## config.mk

```make
export PLATFORM = sky130hd
export DESIGN_NAME = scb_top
export DESIGN_NICKNAME = d
export VERILOG_FILES = /design/src/rtl/scb_pkg.sv /design/src/rtl/scb_unit_table.sv /design/src/rtl/scb_ctrl.sv /design/src/rtl/scb_top.sv
export SDC_FILE = /design/constraint.sdc
export NUM_CORES = 1
export LEC_CHECK = 0
export BUFFER_PORTS_ARGS = -buffer_cell sky130_fd_sc_hd__buf_2
export CAP_MARGIN = 10
export CORE_ASPECT_RATIO = 0.9
export CORE_MARGIN = 2
export CORE_UTILIZATION = 57
export CTS_CLUSTER_DIAMETER = 100
export DETAILED_ROUTE_END_ITERATION = 12
export PLACE_DENSITY_LB_ADDON = 0.1
export SETUP_SLACK_MARGIN = 0.15
export SLEW_MARGIN = 20
export SYNTH_ARGS = -nofsm -noshare
export SYNTH_HDL_FRONTEND = slang
export SYNTH_HIERARCHICAL = 1
export SYNTH_SLANG_ARGS = --single-unit
```

## constraint.sdc

```tcl
create_clock -name clk -period 2.86 [get_ports clk]
set_input_delay 0.572 -clock clk [delete_from_list [all_inputs] [get_ports clk]]
set_output_delay 0.572 -clock clk [all_outputs]
set_load 0.01 [all_outputs]
```

## src/rtl/scb_pkg.sv

```systemverilog
package scb_pkg;

  localparam int NUM_FU = 5;
  localparam int TAG_W  = 3;

  localparam logic [2:0] OP_LOAD = 3'd0;
  localparam logic [2:0] OP_MUL  = 3'd1;
  localparam logic [2:0] OP_ADD  = 3'd2;
  localparam logic [2:0] OP_SUB  = 3'd3;
  localparam logic [2:0] OP_DIV  = 3'd4;

  typedef enum logic [1:0] {KIND_INT, KIND_MUL, KIND_ADD, KIND_DIV} fuKind_e;
  typedef enum logic [1:0] {ST_IDLE, ST_WAIT_RD, ST_EXEC, ST_WAIT_WR} fuStage_e;

  typedef struct packed {
    logic              issueEn;
    logic [TAG_W-1:0]  issueTag;
    logic [TAG_W-1:0]  issueQj;
    logic [TAG_W-1:0]  issueQk;
    logic [NUM_FU-1:0] readVec;
    logic [NUM_FU-1:0] doneVec;
    logic [NUM_FU-1:0] writeVec;
  } ctrlStrb_t;

  function automatic fuKind_e opKind(input logic [2:0] op);
    case (op)
      OP_MUL:         return KIND_MUL;
      OP_ADD, OP_SUB: return KIND_ADD;
      OP_DIV:         return KIND_DIV;
      default:        return KIND_INT;
    endcase
  endfunction

  function automatic fuKind_e unitKind(input int idx);
    case (idx)
      0:       return KIND_INT;
      1, 2:    return KIND_MUL;
      3:       return KIND_ADD;
      default: return KIND_DIV;
    endcase
  endfunction

endpackage

```

## src/rtl/scb_unit_table.sv

```systemverilog
module scb_unit_table
  import scb_pkg::*;
#(
  parameter int NUM_REGS = 16,
  parameter int REG_W    = 4,
  parameter int CNT_W    = 6,
  parameter int LAT_INT  = 1,
  parameter int LAT_MUL  = 10,
  parameter int LAT_ADD  = 2,
  parameter int LAT_DIV  = 40
) (
  input  logic             clk,
  input  logic             rstN,
  input  ctrlStrb_t        strb,
  input  logic [REG_W-1:0] inDst,
  input  logic [REG_W-1:0] inSrc1,
  input  logic [REG_W-1:0] inSrc2,
  output logic             busy   [NUM_FU],
  output fuStage_e         stage  [NUM_FU],
  output logic [REG_W-1:0] fi     [NUM_FU],
  output logic [REG_W-1:0] fj     [NUM_FU],
  output logic [REG_W-1:0] fk     [NUM_FU],
  output logic             rj     [NUM_FU],
  output logic             rk     [NUM_FU],
  output logic [CNT_W-1:0] cnt    [NUM_FU],
  output logic [TAG_W-1:0] resTag [NUM_REGS]
);

  for (genvar g = 0; g < NUM_FU; g++) begin : gUnit
    localparam int LAT = (unitKind(g) == KIND_INT) ? LAT_INT :
                         (unitKind(g) == KIND_MUL) ? LAT_MUL :
                         (unitKind(g) == KIND_ADD) ? LAT_ADD : LAT_DIV;
    localparam logic [TAG_W-1:0] MY_TAG = TAG_W'(g + 1);

    fuStage_e         stR;
    logic [REG_W-1:0] fiR, fjR, fkR;
    logic [TAG_W-1:0] qjR, qkR;
    logic             rjR, rkR;
    logic [CNT_W-1:0] cntR;

    always_ff @(posedge clk or negedge rstN) begin
      if (!rstN) begin
        stR  <= ST_IDLE;
        fiR  <= '0;
        fjR  <= '0;
        fkR  <= '0;
        qjR  <= '0;
        qkR  <= '0;
        rjR  <= 1'b0;
        rkR  <= 1'b0;
        cntR <= '0;
      end else if (strb.issueEn && strb.issueTag == MY_TAG) begin
        stR <= ST_WAIT_RD;
        fiR <= inDst;
        fjR <= inSrc1;
        fkR <= inSrc2;
        qjR <= strb.issueQj;
        qkR <= strb.issueQk;
        rjR <= (strb.issueQj == '0);
        rkR <= (strb.issueQk == '0);
      end else begin
        if (strb.readVec[g]) begin
          rjR  <= 1'b0;
          rkR  <= 1'b0;
          stR  <= ST_EXEC;
          cntR <= CNT_W'(LAT);
        end
        if (stR == ST_EXEC) begin
          cntR <= cntR - CNT_W'(1);
          if (strb.doneVec[g]) stR <= ST_WAIT_WR;
        end
        if (strb.writeVec[g]) stR <= ST_IDLE;
        for (int w = 0; w < NUM_FU; w++) begin
          if (strb.writeVec[w] && qjR == TAG_W'(w + 1)) begin
            rjR <= 1'b1;
            qjR <= '0;
          end
          if (strb.writeVec[w] && qkR == TAG_W'(w + 1)) begin
            rkR <= 1'b1;
            qkR <= '0;
          end
        end
      end
    end

    assign busy[g]  = (stR != ST_IDLE);
    assign stage[g] = stR;
    assign fi[g]    = fiR;
    assign fj[g]    = fjR;
    assign fk[g]    = fkR;
    assign rj[g]    = rjR;
    assign rk[g]    = rkR;
    assign cnt[g]   = cntR;

    AST_ISSUE_TO_IDLE: assert property (@(posedge clk) disable iff (!rstN)
      (strb.issueEn && strb.issueTag == MY_TAG) |-> (stR == ST_IDLE));
    AST_READ_ONCE: assert property (@(posedge clk) disable iff (!rstN)
      strb.readVec[g] |=> !strb.readVec[g]);
    AST_DONE_TO_WB: assert property (@(posedge clk) disable iff (!rstN)
      strb.doneVec[g] |=> (stR == ST_WAIT_WR));
    AST_WB_RELEASES: assert property (@(posedge clk) disable iff (!rstN)
      strb.writeVec[g] |=> (stR == ST_IDLE));
    AST_WB_CLEARS_DEST: assert property (@(posedge clk) disable iff (!rstN)
      strb.writeVec[g] |=> (resTag[$past(fiR)] != MY_TAG));
  end

  always_ff @(posedge clk or negedge rstN) begin
    if (!rstN) begin
      for (int r = 0; r < NUM_REGS; r++) resTag[r] <= '0;
    end else begin
      for (int w = 0; w < NUM_FU; w++) begin
        if (strb.writeVec[w]) resTag[fi[w]] <= '0;
      end
      if (strb.issueEn) resTag[inDst] <= strb.issueTag;
    end
  end

  AST_NO_WAW_ISSUE: assert property (@(posedge clk) disable iff (!rstN)
    strb.issueEn |-> (resTag[inDst] == '0));

endmodule

```

## src/rtl/scb_ctrl.sv

```systemverilog
module scb_ctrl
  import scb_pkg::*;
#(
  parameter int NUM_REGS = 16,
  parameter int REG_W    = 4,
  parameter int CNT_W    = 6
) (
  input  logic             inVld,
  input  logic [2:0]       inOp,
  input  logic [REG_W-1:0] inDst,
  input  logic [REG_W-1:0] inSrc1,
  input  logic [REG_W-1:0] inSrc2,
  input  logic             busy   [NUM_FU],
  input  fuStage_e         stage  [NUM_FU],
  input  logic [REG_W-1:0] fi     [NUM_FU],
  input  logic [REG_W-1:0] fj     [NUM_FU],
  input  logic [REG_W-1:0] fk     [NUM_FU],
  input  logic             rj     [NUM_FU],
  input  logic             rk     [NUM_FU],
  input  logic [CNT_W-1:0] cnt    [NUM_FU],
  input  logic [TAG_W-1:0] resTag [NUM_REGS],
  output logic             inRdy,
  output ctrlStrb_t        strb
);

  fuKind_e          needKind;
  logic             unitFound;
  logic             wawHit;
  logic             warClear;
  logic [TAG_W-1:0] pickTag;
  logic [TAG_W-1:0] qjNew, qkNew;
  logic [NUM_FU-1:0] readV, doneV, writeV;

  always_comb begin
    needKind  = opKind(inOp);
    unitFound = 1'b0;
    pickTag   = '0;
    for (int i = 0; i < NUM_FU; i++) begin
      if (!unitFound && unitKind(i) == needKind && !busy[i]) begin
        unitFound = 1'b1;
        pickTag   = TAG_W'(i + 1);
      end
    end
    wawHit = (resTag[inDst] != '0);
    inRdy  = unitFound && !wawHit;

    readV  = '0;
    doneV  = '0;
    writeV = '0;
    for (int i = 0; i < NUM_FU; i++) begin
      readV[i] = (stage[i] == ST_WAIT_RD) && rj[i] && rk[i];
      doneV[i] = (stage[i] == ST_EXEC) && (cnt[i] == CNT_W'(1));
      warClear = 1'b1;
      for (int j = 0; j < NUM_FU; j++) begin
        if (j != i) begin
          if ((rj[j] && fj[j] == fi[i]) || (rk[j] && fk[j] == fi[i])) warClear = 1'b0;
        end
      end
      writeV[i] = (stage[i] == ST_WAIT_WR) && warClear;
    end

    qjNew = resTag[inSrc1];
    qkNew = resTag[inSrc2];
    for (int w = 0; w < NUM_FU; w++) begin
      if (writeV[w] && resTag[inSrc1] == TAG_W'(w + 1)) qjNew = '0;
      if (writeV[w] && resTag[inSrc2] == TAG_W'(w + 1)) qkNew = '0;
    end

    strb.issueEn  = inVld && inRdy;
    strb.issueTag = pickTag;
    strb.issueQj  = qjNew;
    strb.issueQk  = qkNew;
    strb.readVec  = readV;
    strb.doneVec  = doneV;
    strb.writeVec = writeV;
  end

endmodule

```

## src/rtl/scb_top.sv

```systemverilog
module scb_top
  import scb_pkg::*;
#(
  parameter int NUM_REGS = 16,
  parameter int LAT_INT  = 1,
  parameter int LAT_MUL  = 10,
  parameter int LAT_ADD  = 2,
  parameter int LAT_DIV  = 40,
  localparam int REG_W   = $clog2(NUM_REGS),
  localparam int LAT_MAX = (LAT_DIV > LAT_MUL) ? LAT_DIV : LAT_MUL,
  localparam int CNT_W   = $clog2(LAT_MAX + 1)
) (
  input  logic              clk,
  input  logic              rstN,
  input  logic              inVld,
  output logic              inRdy,
  input  logic [2:0]        inOp,
  input  logic [REG_W-1:0]  inDst,
  input  logic [REG_W-1:0]  inSrc1,
  input  logic [REG_W-1:0]  inSrc2,
  output logic [TAG_W-1:0]  issueUnit,
  output logic [NUM_FU-1:0] readVec,
  output logic [NUM_FU-1:0] doneVec,
  output logic [NUM_FU-1:0] writeVec
);

  ctrlStrb_t        strb;
  logic             busy   [NUM_FU];
  fuStage_e         stage  [NUM_FU];
  logic [REG_W-1:0] fi     [NUM_FU];
  logic [REG_W-1:0] fj     [NUM_FU];
  logic [REG_W-1:0] fk     [NUM_FU];
  logic             rj     [NUM_FU];
  logic             rk     [NUM_FU];
  logic [CNT_W-1:0] cnt    [NUM_FU];
  logic [TAG_W-1:0] resTag [NUM_REGS];

  scb_ctrl #(.NUM_REGS(NUM_REGS), .REG_W(REG_W), .CNT_W(CNT_W)) uCtrl (
    .inVld(inVld), .inOp(inOp), .inDst(inDst), .inSrc1(inSrc1), .inSrc2(inSrc2),
    .busy(busy), .stage(stage), .fi(fi), .fj(fj), .fk(fk), .rj(rj), .rk(rk),
    .cnt(cnt), .resTag(resTag), .inRdy(inRdy), .strb(strb)
  );

  scb_unit_table #(
    .NUM_REGS(NUM_REGS), .REG_W(REG_W), .CNT_W(CNT_W),
    .LAT_INT(LAT_INT), .LAT_MUL(LAT_MUL), .LAT_ADD(LAT_ADD), .LAT_DIV(LAT_DIV)
  ) uTable (
    .clk(clk), .rstN(rstN), .strb(strb), .inDst(inDst), .inSrc1(inSrc1), .inSrc2(inSrc2),
    .busy(busy), .stage(stage), .fi(fi), .fj(fj), .fk(fk), .rj(rj), .rk(rk),
    .cnt(cnt), .resTag(resTag)
  );

  assign issueUnit = strb.issueTag;
  assign readVec   = strb.readVec;
  assign doneVec   = strb.doneVec;
  assign writeVec  = strb.writeVec;

endmodule

```

==> results.md <==
* Most common cell in the netlist: nand2_1
* Syn. warnings at 6
* GPL Wtd Cong at just under 1
* Area contributors post-synth: dfrtp_1 (38%), xor2_1 (8.3%), nand2_1 (7.8%), mux4_2 (4.4%), a22o_1 (4.2%)
* Largest net degree at the start of global routing at 76
* Period minus WS final at roughly 3200 ps
* Total CTS buffers at 17
* CTS sink count at around 190
* Failing checks: setup timing
* Post-synth ARST share at 100%
* Period utilisation layout at 113%
* Syn_area_per_cell at approximately 9.0 µm²
* Crit start category: flop
* Worst-margin pin slew at roughly 830 ps
* #FFs+latches synth at around 190
* Final worst slack at -359 ps
* HP Class: primary input to asynchronous set/reset pin
* Syn nets at 1393
* Post-synthesis mux area share at ~7.9%
* CTS max path bufs at 2
* Routed WL at ~52 mm
* # port buffers at 36
* Final hold vios at 0
* Synth Area in Simple Gates at between 20% and 30%
* DP HPWL at around 32 mm
* CP arrival at approximately 3600 ps
* Final instance area at about 0.018 mm²
* Root Buffer: clkbuf_16
* DRT Pass-1 Iters at 6
* Area of the mapped netlist at between 0.01 and 0.015 mm²
* Leak at around 8.6 nW
* First-pass GRT wire length at between 70 and 80 mm
* Compound-gate portion of the synthesized area at between 10 and 15%
* Antenna violations before repair at 0
* Number of global-route vias before repair at roughly 12000
* Post-Route Utilization at approximately 84%
* CTS H-tree depth at 4
* Final Setup Violations at a little under 60
* Row count at 51
* # diodes at 0
* Adder-cell share of the synthesized area at less than 1%
* DRC errors left at 0
* Slew Limit Fails at 0
* VDD IR max at between 0.0005 and 0.0006 V
* Setup TNS Final at -3180 ps
* Fmax at between 300 and 400 MHz
* I/O pin count at 37
* Commonest cells post-synth: nand2_1 (256), dfrtp_1 (188), xor2_1 (118)
* Clock slew at reported path FFs at about 80 ps
* Post-synthesis xor/xnor area fraction at approximately 11%
* Die area at roughly 0.023 mm²
* Post-place setup slack at -299 ps
* Power Total at approximately 8.1 mW
* Yosys top cell area share at between 30% and 40%
* RSZ-0062 raised after global routing: true
* Layout cells sized above 1 at between 40 and 50%
* Antenna Violating Nets Remaining at 0
* Worst Path Required at 3240 ps
* PwrDens at 448 mW/mm²
* Clock Latency Late Sink at about 450 ps
* Nature of the critical path endpoint: flop
* Die height at 144 µm
* Placement-stage cell area at between 0.01 and 0.015 mm²
* Status: complete, but fails checks
* GR Overflow Total at 0
* Netlist cell types at 77
* Main combinational cell family by area after synthesis: simple AND/OR/NAND/NOR gates
* Clk_skew at about 12 ps
* CTS tree: yes
* Post-synth top flop: dfrtp_1
* WL per Instance at approximately 27 µm
* Synth Instances at between 1000 and 1500
* Layout fillers at around 1200
* Cell taking the most area after synthesis: dfrtp_1
* DRC violation total after the first TritonRoute iteration at between 2000 and 2500
* Die width at around 160 µm
* Crit Path Class: flop to flop
* Vias per Instance at 6.89
* Seq/Total Area, Yosys at around 38%
* Max cap viols at 0
* Initial Util at 57.6%
* Core Area at between 0.02 and 0.025 mm²
* Tot GR Track Use at 41.5%
* Post-synth EDFFs at 0
* Slew headroom at 44.1%
* Final #Nets at around 1700
* Area delta synth->final at 45.4%
* Via count at ~13000
* Highest net fanout along the worst path at 6
==> worst max-delay path, cell delays in order, from the launching register on <==
cell       delay, ps
dfrtp_2          450
buf_12           160
xor2_1           150
nor3_1           260
nand3_1          170
nand4_1          270
nor3_4            90
buf_8            140
buf_4            150
nand2b_1         150
a21boi_0         680
nand4bb_4        300
a21boi_2         160
==> power breakdown <==
part           leakage, nW  internal [mW]  total (mW)  switching, mW
clock                0.287           1.19        2.45           1.25
sequential            2.45           2.94        3.37          0.424
combinational         5.89          0.977        2.26           1.28
==> flip-flops by register name, summed over array words and instances, names as in the netlist <==
register and count:
uTable/gUnit.qkR 15, uTable/gUnit.fiR 20, uTable/resTag 48, uTable/gUnit.fjR 20, uTable/gUnit.cntR 30, uTable/gUnit.fkR 20, uTable/gUnit.rjR 5, uTable/gUnit.stR 10
uTable/gUnit.rkR 5, uTable/gUnit.qjR 15
==> stage by stage <==
stage	cells	hold WS (ps)
4_1_cts	1919	170
3_3_place_gp	1823	502
6_report	1950	129
5_1_grt	1950	180
3_5_place_dp	1823	507
2_1_floorplan	1370	276
==> final cells by class <==
cell class | instances | area [µm²] | area share, %
well taps | 291 | 364 | 2.02
clock inverters | 14 | 153 | 0.847
inverters | 27 | 104 | 0.576
clock buffers | 18 | 439 | 2.44
multi-input cells | 1070 | 8840 | 49.0
repair buffers | 342 | 3400 | 18.9
flip-flops and latches | 188 | 4730 | 26.2
==> repair_timing <==
action,4_1_cts,5_1_grt
setup endpoints to repair,150,191
gates resized for setup,231,209
pin swaps,82,88
hold buffers,0,0
buffers inserted,58,29
cloned,6,2
==> routing by layer <==
layer / vias to the layer above / global-route usage, % / routed length, µm
met2: 1090 / 63.7 / 23000
li1: 5458 / - / -
met3: 311 / 10.5 / 6730
met4: 0 / 17.2 / 3250
met1: 6574 / 56.5 / 19300
met5: - / 0 / 0
==> cells in the final DEF (no fill, tap or decap), drive strengths merged, types with 37 or more instances in the layout <==
master,netlist,routed
a21oi,37,37
a22o,60,60
buf,48,338
dfrtp,188,188
nand2,256,256
nand3,49,49
nor2,60,60
nor3,73,73
o21ai,48,48
o22ai,51,51
xnor2,39,39
xor2,118,118
==> cells by family (layout without fill, tap and decap cells) <==
kind of cell / count (synthesis) / count (layout)
muxes: 56 / 56
adders and majority gates: 5 / 5
DFF: 188 / 188
buffers and inverters: 112 / 401
and+or+nand+nor: 594 / 594
AOI/OAI and AO/OA: 258 / 258
xor gates and xnor gates: 157 / 157
==> worst paths after layout <==
check	start	endpoint	slack, ps	cells past startpoint
max in group asynchronous	rstN	uTable/resTag[1]$_DFF_PN0_	1810	2
worst max-delay path	uTable/gUnit[4].fiR[1]$_DFFE_PN0P_	uTable/gUnit[0].qjR[0]$_DFFE_PN0P_	-360	12
worst min-delay path	rstN	uTable/gUnit[0].fjR[2]$_DFFE_PN0P_	130	1
worst max register to register	uTable/gUnit[4].fiR[1]$_DFFE_PN0P_	uTable/gUnit[0].qjR[0]$_DFFE_PN0P_	-360	12
worst min register to register	uTable/gUnit[0].cntR[0]$_DFFE_PN0P_	uTable/gUnit[0].cntR[0]$_DFFE_PN0P_	530	1
min in group clk	inSrc2[2]	uTable/gUnit[2].fkR[2]$_DFFE_PN0P_	530	3
Note: power is estimated with default switching activity, not from simulation.
